$ cat src/rtl/sga_pkg.sv
package sga_pkg;
   typedef enum logic [2:0] {
      RSN_OK        = 3'd0,
      RSN_INTERLACE = 3'd1,
      RSN_YUV_MIN   = 3'd2,
      RSN_DIM_MIN   = 3'd3,
      RSN_DIM_MAX   = 3'd4,
      RSN_NO_FREE   = 3'd5,
      RSN_BAD_USER  = 3'd6
   } rsn_e;
endpackage

$ cat src/rtl/sga_limit_check.sv
module sga_limit_check
   import sga_pkg::*;
#(
   parameter int DIM_W       = 14,
   parameter int MIN_DIM     = 8,
   parameter int MIN_YUV     = 16,
   parameter int MAX_H       = 4096,
   parameter int MAX_W_BASE  = 4096,
   parameter int MAX_W_WIDE  = 5120,
   parameter bit WIDE_GEN_EN = 1'b1
) (
   input  logic [DIM_W-1:0] src_w,
   input  logic [DIM_W-1:0] src_h,
   input  logic [DIM_W-1:0] dst_w,
   input  logic [DIM_W-1:0] dst_h,
   input  logic             yuv_semi,
   input  logic             interlaced,
   input  logic             scale_hint,
   input  logic             gen_wide,
   output logic             need,
   output rsn_e             rsn
);
   localparam logic [DIM_W-1:0] MIN_D  = DIM_W'(MIN_DIM);
   localparam logic [DIM_W-1:0] MIN_Y  = DIM_W'(MIN_YUV);
   localparam logic [DIM_W-1:0] CAP_H  = DIM_W'(MAX_H);
   localparam logic [DIM_W-1:0] CAP_WB = DIM_W'(MAX_W_BASE);
   localparam logic [DIM_W-1:0] CAP_WW = DIM_W'(MAX_W_WIDE);

   if (MAX_W_WIDE >= (1 << DIM_W) || MAX_H >= (1 << DIM_W)) begin : g_bad_cap
      $error("size caps do not fit DIM_W");
   end
   if (MIN_YUV < MIN_DIM) begin : g_bad_min
      $error("YUV minimum below plain minimum");
   end

   logic [DIM_W-1:0] w_cap;

   if (WIDE_GEN_EN) begin : g_wide
      assign w_cap = gen_wide ? CAP_WW : CAP_WB;
   end else begin : g_base
      logic unused_gen;
      assign unused_gen = gen_wide;
      assign w_cap      = CAP_WB;
   end

   logic yuv_small, too_small, too_big;

   always_comb begin
      need      = (src_w != dst_w) || (src_h != dst_h) || scale_hint;
      yuv_small = yuv_semi && ((src_w < MIN_Y) || (src_h < MIN_Y));
      too_small = (src_w < MIN_D) || (src_h < MIN_D) ||
                  (dst_w < MIN_D) || (dst_h < MIN_D);
      too_big   = (src_w > w_cap) || (dst_w > w_cap) ||
                  (src_h > CAP_H) || (dst_h > CAP_H);
      if (interlaced)      rsn = RSN_INTERLACE;
      else if (yuv_small)  rsn = RSN_YUV_MIN;
      else if (too_small)  rsn = RSN_DIM_MIN;
      else if (too_big)    rsn = RSN_DIM_MAX;
      else                 rsn = RSN_OK;
   end

   // interlace outranks every size rule
   always_comb begin
      a_interlace_first_r13: assert (!interlaced || rsn == RSN_INTERLACE);
   end
endmodule

$ cat src/rtl/sga_free_pick.sv
module sga_free_pick #(
   parameter int N_SCALERS = 2,
   localparam int IW = (N_SCALERS > 1) ? $clog2(N_SCALERS) : 1
) (
   input  logic [N_SCALERS-1:0] busy,
   output logic [N_SCALERS-1:0] grant,
   output logic                 any_free,
   output logic [IW-1:0]        pick_id
);
   logic [N_SCALERS:0] seen;
   assign seen[0] = 1'b0;

   for (genvar s = 0; s < N_SCALERS; s++) begin : g_slot
      assign grant[s]  = !busy[s] && !seen[s];
      assign seen[s+1] = seen[s] | !busy[s];
   end

   assign any_free = seen[N_SCALERS];

   always_comb begin
      pick_id = '0;
      for (int s = 0; s < N_SCALERS; s++) begin
         if (grant[s]) pick_id = IW'(s);
      end
   end

   // at most one scaler is offered, and only when one is free
   always_comb begin
      a_grant_onehot_r8: assert ($onehot0(grant) && (any_free == (grant != '0)));
   end
endmodule

$ cat src/rtl/sga_hold_table.sv
module sga_hold_table #(
   parameter int N_USERS   = 5,
   parameter int N_SCALERS = 2,
   parameter int UW        = 3,
   parameter int IW        = 1
) (
   input  logic                 clk,
   input  logic                 rst_n,
   input  logic                 set_en,
   input  logic                 clr_en,
   input  logic [UW-1:0]        user,
   input  logic [IW-1:0]        set_id,
   output logic [N_USERS-1:0]   user_mask,
   output logic [N_SCALERS-1:0] busy,
   output logic                 cur_held,
   output logic [IW-1:0]        cur_id
);
   logic [IW-1:0] hid_w [N_USERS];

   for (genvar u = 0; u < N_USERS; u++) begin : g_user
      logic          held_q;
      logic [IW-1:0] hid_q;
      always_ff @(posedge clk) begin
         if (!rst_n) begin
            held_q <= 1'b0;
            hid_q  <= '0;
         end else if (user == UW'(u)) begin
            if (set_en) begin
               held_q <= 1'b1;
               hid_q  <= set_id;
            end else if (clr_en) begin
               held_q <= 1'b0;
            end
         end
      end
      assign user_mask[u] = held_q;
      assign hid_w[u]     = hid_q;
   end

   always_comb begin
      cur_held = 1'b0;
      cur_id   = '0;
      for (int u = 0; u < N_USERS; u++) begin
         if (user == UW'(u)) begin
            cur_held = user_mask[u];
            cur_id   = hid_w[u];
         end
      end
   end

   for (genvar s = 0; s < N_SCALERS; s++) begin : g_scaler
      logic busy_q;
      always_ff @(posedge clk) begin
         if (!rst_n)
            busy_q <= 1'b0;
         else if (set_en && set_id == IW'(s))
            busy_q <= 1'b1;
         else if (clr_en && cur_held && cur_id == IW'(s))
            busy_q <= 1'b0;
      end
      assign busy[s] = busy_q;
   end

   // a release frees the scaler the user held
   p_release_frees_r2: assert property (@(posedge clk) disable iff (!rst_n)
      (clr_en && !set_en && cur_held) |=> !busy[$past(cur_id)]);

   // a grant marks its scaler busy
   p_grant_marks_r8: assert property (@(posedge clk) disable iff (!rst_n)
      set_en |=> busy[$past(set_id)]);
endmodule

$ cat src/rtl/scale_grant_unit.sv
module scale_grant_unit
   import sga_pkg::*;
#(
   parameter int N_USERS     = 5,
   parameter int N_SCALERS   = 2,
   parameter int DIM_W       = 14,
   parameter int MIN_DIM     = 8,
   parameter int MIN_YUV     = 16,
   parameter int MAX_H       = 4096,
   parameter int MAX_W_BASE  = 4096,
   parameter int MAX_W_WIDE  = 5120,
   parameter bit WIDE_GEN_EN = 1'b1,
   localparam int UW = (N_USERS > 1) ? $clog2(N_USERS) : 1,
   localparam int IW = (N_SCALERS > 1) ? $clog2(N_SCALERS) : 1
) (
   input  logic                 clk,
   input  logic                 rst_n,
   input  logic                 req_valid,
   input  logic [UW-1:0]        req_user,
   input  logic [DIM_W-1:0]     src_w,
   input  logic [DIM_W-1:0]     src_h,
   input  logic [DIM_W-1:0]     dst_w,
   input  logic [DIM_W-1:0]     dst_h,
   input  logic                 yuv_semi,
   input  logic                 interlaced,
   input  logic                 force_detach,
   input  logic                 scale_hint,
   input  logic                 gen_wide,
   output logic                 rsp_valid,
   output logic                 rsp_accept,
   output logic [2:0]           rsp_reason,
   output logic [UW-1:0]        rsp_user,
   output logic                 rsp_hold,
   output logic [IW-1:0]        rsp_id,
   output logic [N_USERS-1:0]   user_mask,
   output logic [N_SCALERS-1:0] scaler_busy
);
   if (N_USERS < 1 || N_SCALERS < 1) begin : g_bad_count
      $error("N_USERS and N_SCALERS must be positive");
   end

   logic          need;
   rsn_e          chk_rsn;
   logic          user_ok;
   logic          any_free;
   logic [IW-1:0] pick_id;
   logic [N_SCALERS-1:0] grant;
   logic          cur_held;
   logic [IW-1:0] cur_id;

   if (N_USERS == (1 << UW)) begin : g_full_range
      assign user_ok = 1'b1;
   end else begin : g_part_range
      assign user_ok = req_user < UW'(N_USERS);
   end

   sga_limit_check #(
      .DIM_W(DIM_W), .MIN_DIM(MIN_DIM), .MIN_YUV(MIN_YUV), .MAX_H(MAX_H),
      .MAX_W_BASE(MAX_W_BASE), .MAX_W_WIDE(MAX_W_WIDE), .WIDE_GEN_EN(WIDE_GEN_EN)
   ) u_limit (
      .src_w(src_w), .src_h(src_h), .dst_w(dst_w), .dst_h(dst_h),
      .yuv_semi(yuv_semi), .interlaced(interlaced), .scale_hint(scale_hint),
      .gen_wide(gen_wide), .need(need), .rsn(chk_rsn)
   );

   sga_free_pick #(.N_SCALERS(N_SCALERS)) u_pick (
      .busy(scaler_busy), .grant(grant), .any_free(any_free), .pick_id(pick_id)
   );

   logic          set_en, clr_en;
   logic [IW-1:0] set_id;
   logic          d_accept, d_hold;
   rsn_e          d_rsn;
   logic [IW-1:0] d_id;

   always_comb begin
      set_en   = 1'b0;
      clr_en   = 1'b0;
      set_id   = '0;
      d_accept = 1'b0;
      d_rsn    = RSN_OK;
      d_hold   = cur_held;
      d_id     = cur_held ? cur_id : '0;
      if (!user_ok) begin
         d_rsn  = RSN_BAD_USER;
      end else if (force_detach || !need) begin
         d_accept = 1'b1;
         clr_en   = req_valid;
         d_hold   = 1'b0;
      end else if (chk_rsn != RSN_OK) begin
         d_rsn = chk_rsn;
      end else if (cur_held) begin
         d_accept = 1'b1;
         set_en   = req_valid;
         set_id   = cur_id;
      end else if (any_free) begin
         d_accept = 1'b1;
         set_en   = req_valid;
         set_id   = pick_id;
         d_hold   = 1'b1;
         d_id     = pick_id;
      end else begin
         d_rsn = RSN_NO_FREE;
      end
   end

   sga_hold_table #(
      .N_USERS(N_USERS), .N_SCALERS(N_SCALERS), .UW(UW), .IW(IW)
   ) u_table (
      .clk(clk), .rst_n(rst_n), .set_en(set_en), .clr_en(clr_en),
      .user(req_user), .set_id(set_id), .user_mask(user_mask),
      .busy(scaler_busy), .cur_held(cur_held), .cur_id(cur_id)
   );

   always_ff @(posedge clk) begin
      if (!rst_n) begin
         rsp_valid  <= 1'b0;
         rsp_accept <= 1'b0;
         rsp_reason <= '0;
         rsp_user   <= '0;
         rsp_hold   <= 1'b0;
         rsp_id     <= '0;
      end else begin
         rsp_valid <= req_valid;
         if (req_valid) begin
            rsp_accept <= d_accept;
            rsp_reason <= d_rsn;
            rsp_user   <= req_user;
            rsp_hold   <= d_hold;
            rsp_id     <= d_id;
         end
      end
   end

   // one decision per strobe, one cycle later
   p_resp_follows_r9: assert property (@(posedge clk) disable iff (!rst_n)
      req_valid |=> rsp_valid);
   p_resp_pulse_r9: assert property (@(posedge clk) disable iff (!rst_n)
      !req_valid |=> !rsp_valid);

   // accept and a zero reason go together
   p_accept_reason_r7: assert property (@(posedge clk) disable iff (!rst_n)
      rsp_valid |-> (rsp_accept == (rsp_reason == 3'd0)));

   // holders and busy scalers stay in step
   p_count_match_r8: assert property (@(posedge clk) disable iff (!rst_n)
      $countones(user_mask) == $countones(scaler_busy));

   // a reject leaves both maps alone
   p_reject_keeps_r10: assert property (@(posedge clk) disable iff (!rst_n)
      (rsp_valid && !rsp_accept) |->
         (user_mask == $past(user_mask) && scaler_busy == $past(scaler_busy)));

   // after an accepted decision the mask bit matches rsp_hold
   p_hold_bit_r2: assert property (@(posedge clk) disable iff (!rst_n)
      (rsp_valid && rsp_accept) |-> (user_mask[rsp_user] == rsp_hold));
endmodule

$ cat config.mk
export PLATFORM = sky130hd
export DESIGN_NAME = scale_grant_unit
export DESIGN_NICKNAME = d
export VERILOG_FILES = /design/src/rtl/sga_pkg.sv /design/src/rtl/sga_limit_check.sv /design/src/rtl/sga_free_pick.sv /design/src/rtl/sga_hold_table.sv /design/src/rtl/scale_grant_unit.sv
export SDC_FILE = /design/constraint.sdc
export NUM_CORES = 1
export LEC_CHECK = 0
export BUFFER_PORTS_ARGS = -buffer_cell sky130_fd_sc_hd__buf_4
export CORE_MARGIN = 2
export CORE_UTILIZATION = 41
export CTS_CLUSTER_SIZE = 40
export DETAILED_ROUTE_END_ITERATION = 10
export GPL_TIMING_DRIVEN = 1
export HOLD_SLACK_MARGIN = 0.12
export PLACE_DENSITY = 0.79
export SLEW_MARGIN = 20
export SYNTH_ARGS = -nofsm -noshare
export SYNTH_HDL_FRONTEND = slang
export SYNTH_SLANG_ARGS = --single-unit
$ cat constraint.sdc
create_clock -name clk -period 2.65 [get_ports clk]
set_clock_uncertainty 0.05 [all_clocks]
set_input_delay 0.53 -clock clk [delete_from_list [all_inputs] [get_ports clk]]
set_output_delay 0.53 -clock clk [all_outputs]
set_load 0.01 [all_outputs]
# Word-level counts from Yosys, hierarchy flattened
# Cells that the tools add are included.
# totals
reg_bits	22
output_inout_bits	17
# op_classes
order_cmp	11
eq_ne	6
n_mux	53
n_bitwise	3
reduce_logical	35
# op_table
op	count
14-bit by 4-bit less-than comparator with 1-bit output, second input constant	4
1-bit 2-to-1 mux	43
14-bit by 13-bit greater-than comparator with 1-bit output, second input constant	2
14-bit greater-than comparator	2
14-bit by 5-bit less-than comparator with 1-bit output, second input constant	2
14-bit inequality test	2
3-bit 2-to-1 mux	9
2-bit AND reduction	10
11-bit 2-to-1 mux	1
1-bit logical OR	10
1-bit logical AND	7
3-bit by 2-bit equality test with 1-bit output, second input constant	2
2-bit nonzero test	3
3-bit by 1-bit equality test with 1-bit output, second input constant	1
3-bit equality test, second input constant	1
1-bit logical NOT	3
3-bit logical NOT	1
3-bit less-than comparator, second input constant	1
3-bit nonzero test	1
1-bit inverter	2
1-bit OR	1

# Longest topological paths before layout
# depth
word_depth	16
mapped_depth	9
depth_no_buf	8

# By module
# Synthesis repeated with hierarchy kept, for this count alone.
# hier_totals
cells_unflattened	229
hier_area_um2	1881.8
# modules_own_cells
module	n_inst	cells_per_inst	area_per_inst_um2
sga_hold_table	1	81	704.4
sga_limit_check	1	88	641.9
scale_grant_unit	1	56	511.7
sga_free_pick	1	4	23.8

# Worst setup path after synthesis
# No wires, ideal clock.
# synth_timing
path_type	input-to-reg
startpoint	in dst_w[10]
endpoint	reg u_table.g_scaler[1].busy_q
setup_ps	96
arrival_time_ps	2167
slack_ps	337
path_stages	9
n_path_buf	1
path_cell_list	inv_1 -> ha_1 -> nor4b_1 -> nand3_1 -> a2111oi_2 -> and3_1 -> buf_6 -> nand3_4 -> o41ai_2
# synth_via
elab_chain_cells	14
elab_cells_between_ends	30
# synth_rtl
item	line_no	source
from (decl)	scale_grant_unit.sv:22	input logic [DIM_W-1:0] dst_w,
14-bit greater-than comparator	sga_limit_check.sv:53	too_big = (src_w > w_cap) || (dst_w > w_cap) ||
1-bit logical OR (2 in series)	sga_limit_check.sv:53	
1-bit logical OR	sga_limit_check.sv:54	(src_h > CAP_H) || (dst_h > CAP_H);
3-bit 2-to-1 mux	sga_limit_check.sv:58	else if (too_big) rsn = RSN_DIM_MAX;
3-bit 2-to-1 mux	sga_limit_check.sv:57	else if (too_small) rsn = RSN_DIM_MIN;
3-bit 2-to-1 mux	sga_limit_check.sv:56	else if (yuv_small) rsn = RSN_YUV_MIN;
3-bit 2-to-1 mux	sga_limit_check.sv:55	if (interlaced) rsn = RSN_INTERLACE;
3-bit nonzero test	scale_grant_unit.sv:90	end else if (chk_rsn != RSN_OK) begin
1-bit 2-to-1 mux	scale_grant_unit.sv:90	
1-bit 2-to-1 mux	scale_grant_unit.sv:86	end else if (force_detach || !need) begin
1-bit 2-to-1 mux	scale_grant_unit.sv:84	if (!user_ok) begin
1-bit logical AND	sga_hold_table.sv:56	else if (set_en && set_id == IW'(s))
1-bit 2-to-1 mux / 2-bit nonzero test (equally long branches)	-	
to (signal assigned)	sga_hold_table.sv:55	busy_q <= 1'b0;
to (signal assigned)	sga_hold_table.sv:57	busy_q <= 1'b1;
to (signal assigned)	sga_hold_table.sv:59	busy_q <= 1'b0;
to (decl)	sga_hold_table.sv:52	logic busy_q;
# Several ways; a longest one is shown, not always the timed one.
# A chain may end at the register's enable or synchronous reset.

# Final worst setup path
# layout_timing
startpoint	in dst_w[10]
endpoint	reg u_table.g_user[1].hid_q
# layout_via
elab_chain_cells	13
elab_cells_between_ends	24
# layout_rtl
item	line_no	source
14-bit greater-than comparator	sga_limit_check.sv:53	
1-bit logical OR (2 in series)	sga_limit_check.sv:53	
1-bit logical OR	sga_limit_check.sv:54	
3-bit 2-to-1 mux	sga_limit_check.sv:58	
3-bit 2-to-1 mux	sga_limit_check.sv:57	
3-bit 2-to-1 mux	sga_limit_check.sv:56	
3-bit 2-to-1 mux	sga_limit_check.sv:55	
3-bit nonzero test	scale_grant_unit.sv:90	
1-bit 2-to-1 mux	scale_grant_unit.sv:90	
1-bit 2-to-1 mux	scale_grant_unit.sv:86	
1-bit 2-to-1 mux	scale_grant_unit.sv:84	
2-bit AND reduction (no source line)	-	
to (signal assigned)	sga_hold_table.sv:30	hid_q <= set_id;
to (decl)	sga_hold_table.sv:22	logic [IW-1:0] hid_q;
# Several ways; a longest one is shown, not always the timed one.

==> key figures <==
Clocking
  – Worst-skew pair later-pin latency: 0.27 ns
  – Post-cts resize count: 0
  – H-tree depth: 1
  – Clk slew on worst S/H paths: around 0.09 ns
  – CTS buffer count: 3
  – CTS root buf: clkbuf_8
  – Sink Count: 22
  – Hold bufs inserted after CTS: 0
  – CTS tree: built
  – Max Root-Sink Buffers: 2
  – Post-CTS Setup Bufs: 0

Die
  – Die Span X: a little over 70 um
  – Num rows: 24
  – Boundary Pins: 84
  – Initial core utilization: 42.4%
  – Die area: between 5000 and 6000 um^2
  – Die Ht: around 70 um
  – Placeable Area: 4350 um^2

Logic synthesis
  – Mapped Nets: approximately 300
  – Mean Syn Cell Area: between 8 and 9 um^2
  – Number of enable flip-flop cells after synthesis: 0
  – Synth Cell Area: between 1500 and 2000 um^2
  – Ys flop type: dfxtp_1
  – Register area share after synthesis: between 20% and 30%
  – Async set-or-reset flop fraction in the synthesized netlist: 0%
  – Seq cells post-synth: 22
  – Synth cell types: 49
  – Post-Syn Instances: about 230
  – Synth warnings: 0

Setup path
  – Worst Reg2Reg Path Length in Cells: 6
  – Delay-heaviest family, CP: simple AND/OR/NAND/NOR gates
  – Delay of the slowest critical-path stage: between 0.4 and 0.5 ns
  – Worst-path fanout max: 6
  – Critical Path Source: dst_w[10]
  – Critical-path top delay cell: a2111oi_2
  – CP dominant cell by count: buf_4
  – Critical Path End: u_table.g_user[1].hid_q$_SDFFE_PN0P_
  – CP cell instances: buf_4 -> inv_1 -> ha_1 -> nor4b_1 -> nand3_1 -> a2111oi_2 -> and3_1 -> buf_4 -> nand4_1 -> mux2i_1
  – WP data required: about 2.7 ns
  – Setup CP Type: input pin to register
  – CP Buf/Inv Count: 3
  – R2r endpoint: u_table.g_scaler[1].busy_q$_SDFFE_PN0P_
  – WP data arrival: roughly 2.4 ns
  – Reg-to-Reg Start: u_table.g_user[0].held_q$_SDFFE_PN0P_
  – Flop2flop setup slack: 0.68 ns
  – Crit path depth: 10
  – Startpoint Class: input pin
  – Setup crit end kind: register

Placed design
  – Dpl hpwl: ~4700 um
  – PortBufs: 83
  – Final GP Congestion: between 0.8 and 0.9
  – DP Area: 2500 um^2

Global routing
  – GRT Residual Overflow: 0
  – Global Route Usage Sum: between 20% and 30%
  – Initial antenna violation count: 0
  – Vias in the first global route: roughly 2000
  – Pin count of the biggest net entering global routing: 23
  – First-pass GRT wire length: 9550 um

Routing
  – Via count: ~2100
  – Drt first pass iters: 4
  – Wire per inst: 15.8 um
  – Final WL: roughly 5700 um
  – Routed vias/inst: ~5.8
  – DRC: 0
  – Routed Antenna Nets: 0
  – Initial DRC Count: slightly above 100

Cells and area
  – Design Area, Final: 2570 um^2
  – Layout cells sized above 1: about a third
  – Nets: about 380
  – Layout area overhead: 39.6%
  – Antenna Cells: 0
  – Final core utilization: about 59%

Timing
  – Max Slew Vio Count: 0
  – Unrepaired setup endpoints after global routing: false
  – Period utilization: a little under 90%
  – Worst hold slack: approximately 0.42 ns
  – Tightest Pin Transition: between 0.7 and 0.8 ns
  – Slew headroom: ~47%
  – Total Negative Setup Slacks: 0 ns
  – Setup-failing EPs final: 0
  – Final Hold Fails: 0
  – Min Tclk post-route: roughly 2.3 ns
  – FMAX: approximately 430 MHz

Run status
  – Status: finished, final reports clean

Min path
  – Min-Delay Path Class: register to register
  – HP Start: u_table.g_user[0].hid_q$_SDFFE_PN0P_

Power
  – VDD IR max: 0.335 mV
  – PD cells: about 350 nW/um^2
  – LEAKAGE: between 1 and 1.5 nW

Run
  – Max_cap viols: 0
==> metal layers <==
metal	share of wire (%)	up-vias	track usage, %
met5	0	-	0
met2	46	84	36.6
li1	-	1020	-
met1	46	966	33.4
met4	1.2	0	5.45
met3	6.9	6	2.85
==> power by group <==
part	internal (W)	switching [W]	total (W)
clock network	0.000202	0.000118	0.000320
registers	0.000338	0.00000368	0.000342
logic	0.000128	0.000121	0.000249
total	0.000668	0.000243	0.000911
==> cells in the final DEF (no fill, tap or decap), types with 2 or more instances in the layout <==
cell       count
nor3_1         7
a2111oi_2      2
a21oi_1        6
o22ai_1        4
nand3_1        6
dfxtp_1       22
a21boi_1       2
o32ai_1        2
xor2_1         3
xnor2_1       22
mux2i_1       11
nand2b_1       3
a31oi_1        2
clkbuf_8       3
o311ai_1       3
nor4b_1        4
nor2_1        18
o211ai_1       5
nor4_4         2
buf_4         92
nand4_1       14
or3_1          2
inv_1         10
nor4_1         9
ha_1           2
nand2_1       19
and2_1         2
o21ai_0        7
o21ai_1        6
==> worst min path at each step <==
stage	end	slack, ns	cells after the start
5_1_grt	u_table.g_user[1].hid_q$_SDFFE_PN0P_	0.45	2
6_report	u_table.g_user[0].hid_q$_SDFFE_PN0P_	0.42	2
2_1_floorplan	u_table.g_user[1].hid_q$_SDFFE_PN0P_	0.39	2
3_3_place_gp	u_table.g_user[0].hid_q$_SDFFE_PN0P_	0.40	2
3_5_place_dp	u_table.g_user[0].hid_q$_SDFFE_PN0P_	0.41	2
4_1_cts	u_table.g_user[0].hid_q$_SDFFE_PN0P_	0.42	2
==> tightest hold or removal path, cell delays in order, from the launching register on <==
cell and delay, ns:
dfxtp_1 0.31, nand2_1 0.05, mux2i_1 0.06
==> Yosys cell counts (3+ instances only) <==
master    instances  area, um^2
nor2_1           18        67.6
clkbuf_1          6        22.5
xnor2_1          22         193
buf_4             7        52.6
nand2_1          19        71.3
xor2_1            3        26.3
o22ai_1           4        25.0
mux2i_1          11         110
a21oi_1           6        30.0
inv_1            10        37.5
o311ai_1          3        26.3
nand3_1           6        30.0
o21ai_0           7        35.0
nand4_1          14        87.6
o21ai_1           6        30.0
dfxtp_1          22         440
nor4b_1           4        35.0
nor3_1            7        35.0
o211ai_1          5        37.5
nand2b_1          3        18.8
nor4_1            9        56.3
==> kinds of logic (layout without fill, tap and decap cells) <==
group / Yosys count / in the layout / share of synthesized area, %
compound gates: 48 / 48 / 19.7
xor+xnor: 25 / 25 / 11.9
mux: 11 / 11 / 5.97
buf+inv: 27 / 107 / 7.46
flops: 22 / 22 / 23.9
simple gates: 94 / 94 / 29.7
fa+ha+maj: 2 / 2 / 1.36
==> metrics by stage <==
stage | setup slack [ns] | cells | total power [W]
3_5_place_dp | 0.0574 | 357 | 0.000596
2_1_floorplan | 0.337 | 229 | 0.000454
4_1_cts | 0.325 | 361 | 0.000909
6_report | 0.319 | 361 | 0.000911
5_1_grt | 0.0989 | 361 | 0.000953
3_3_place_gp | 0.0846 | 357 | 0.000593
==> layout make-up <==
type,instances,area (um^2)
Multi-Input combinational cell,180,1270
Inverter,11,41.3
Tap cell,52,65.1
Timing Repair Buffer,92,691
Clock buffer,3,41.3
Fill cell,405,1780
Clock inverter,1,30.0
Sequential cell,22,440
==> sequential cells by signal, indices dropped and copies added (netlist names) <==
signal and cells:
rsp_accept 1, rsp_hold 1, rsp_id 1, rsp_reason 3, rsp_user 3, rsp_valid 1, u_table.g_scaler.busy_q 2, u_table.g_user.held_q 5
u_table.g_user.hid_q 5
No activity file was read; power rests on OpenSTA's default activity.
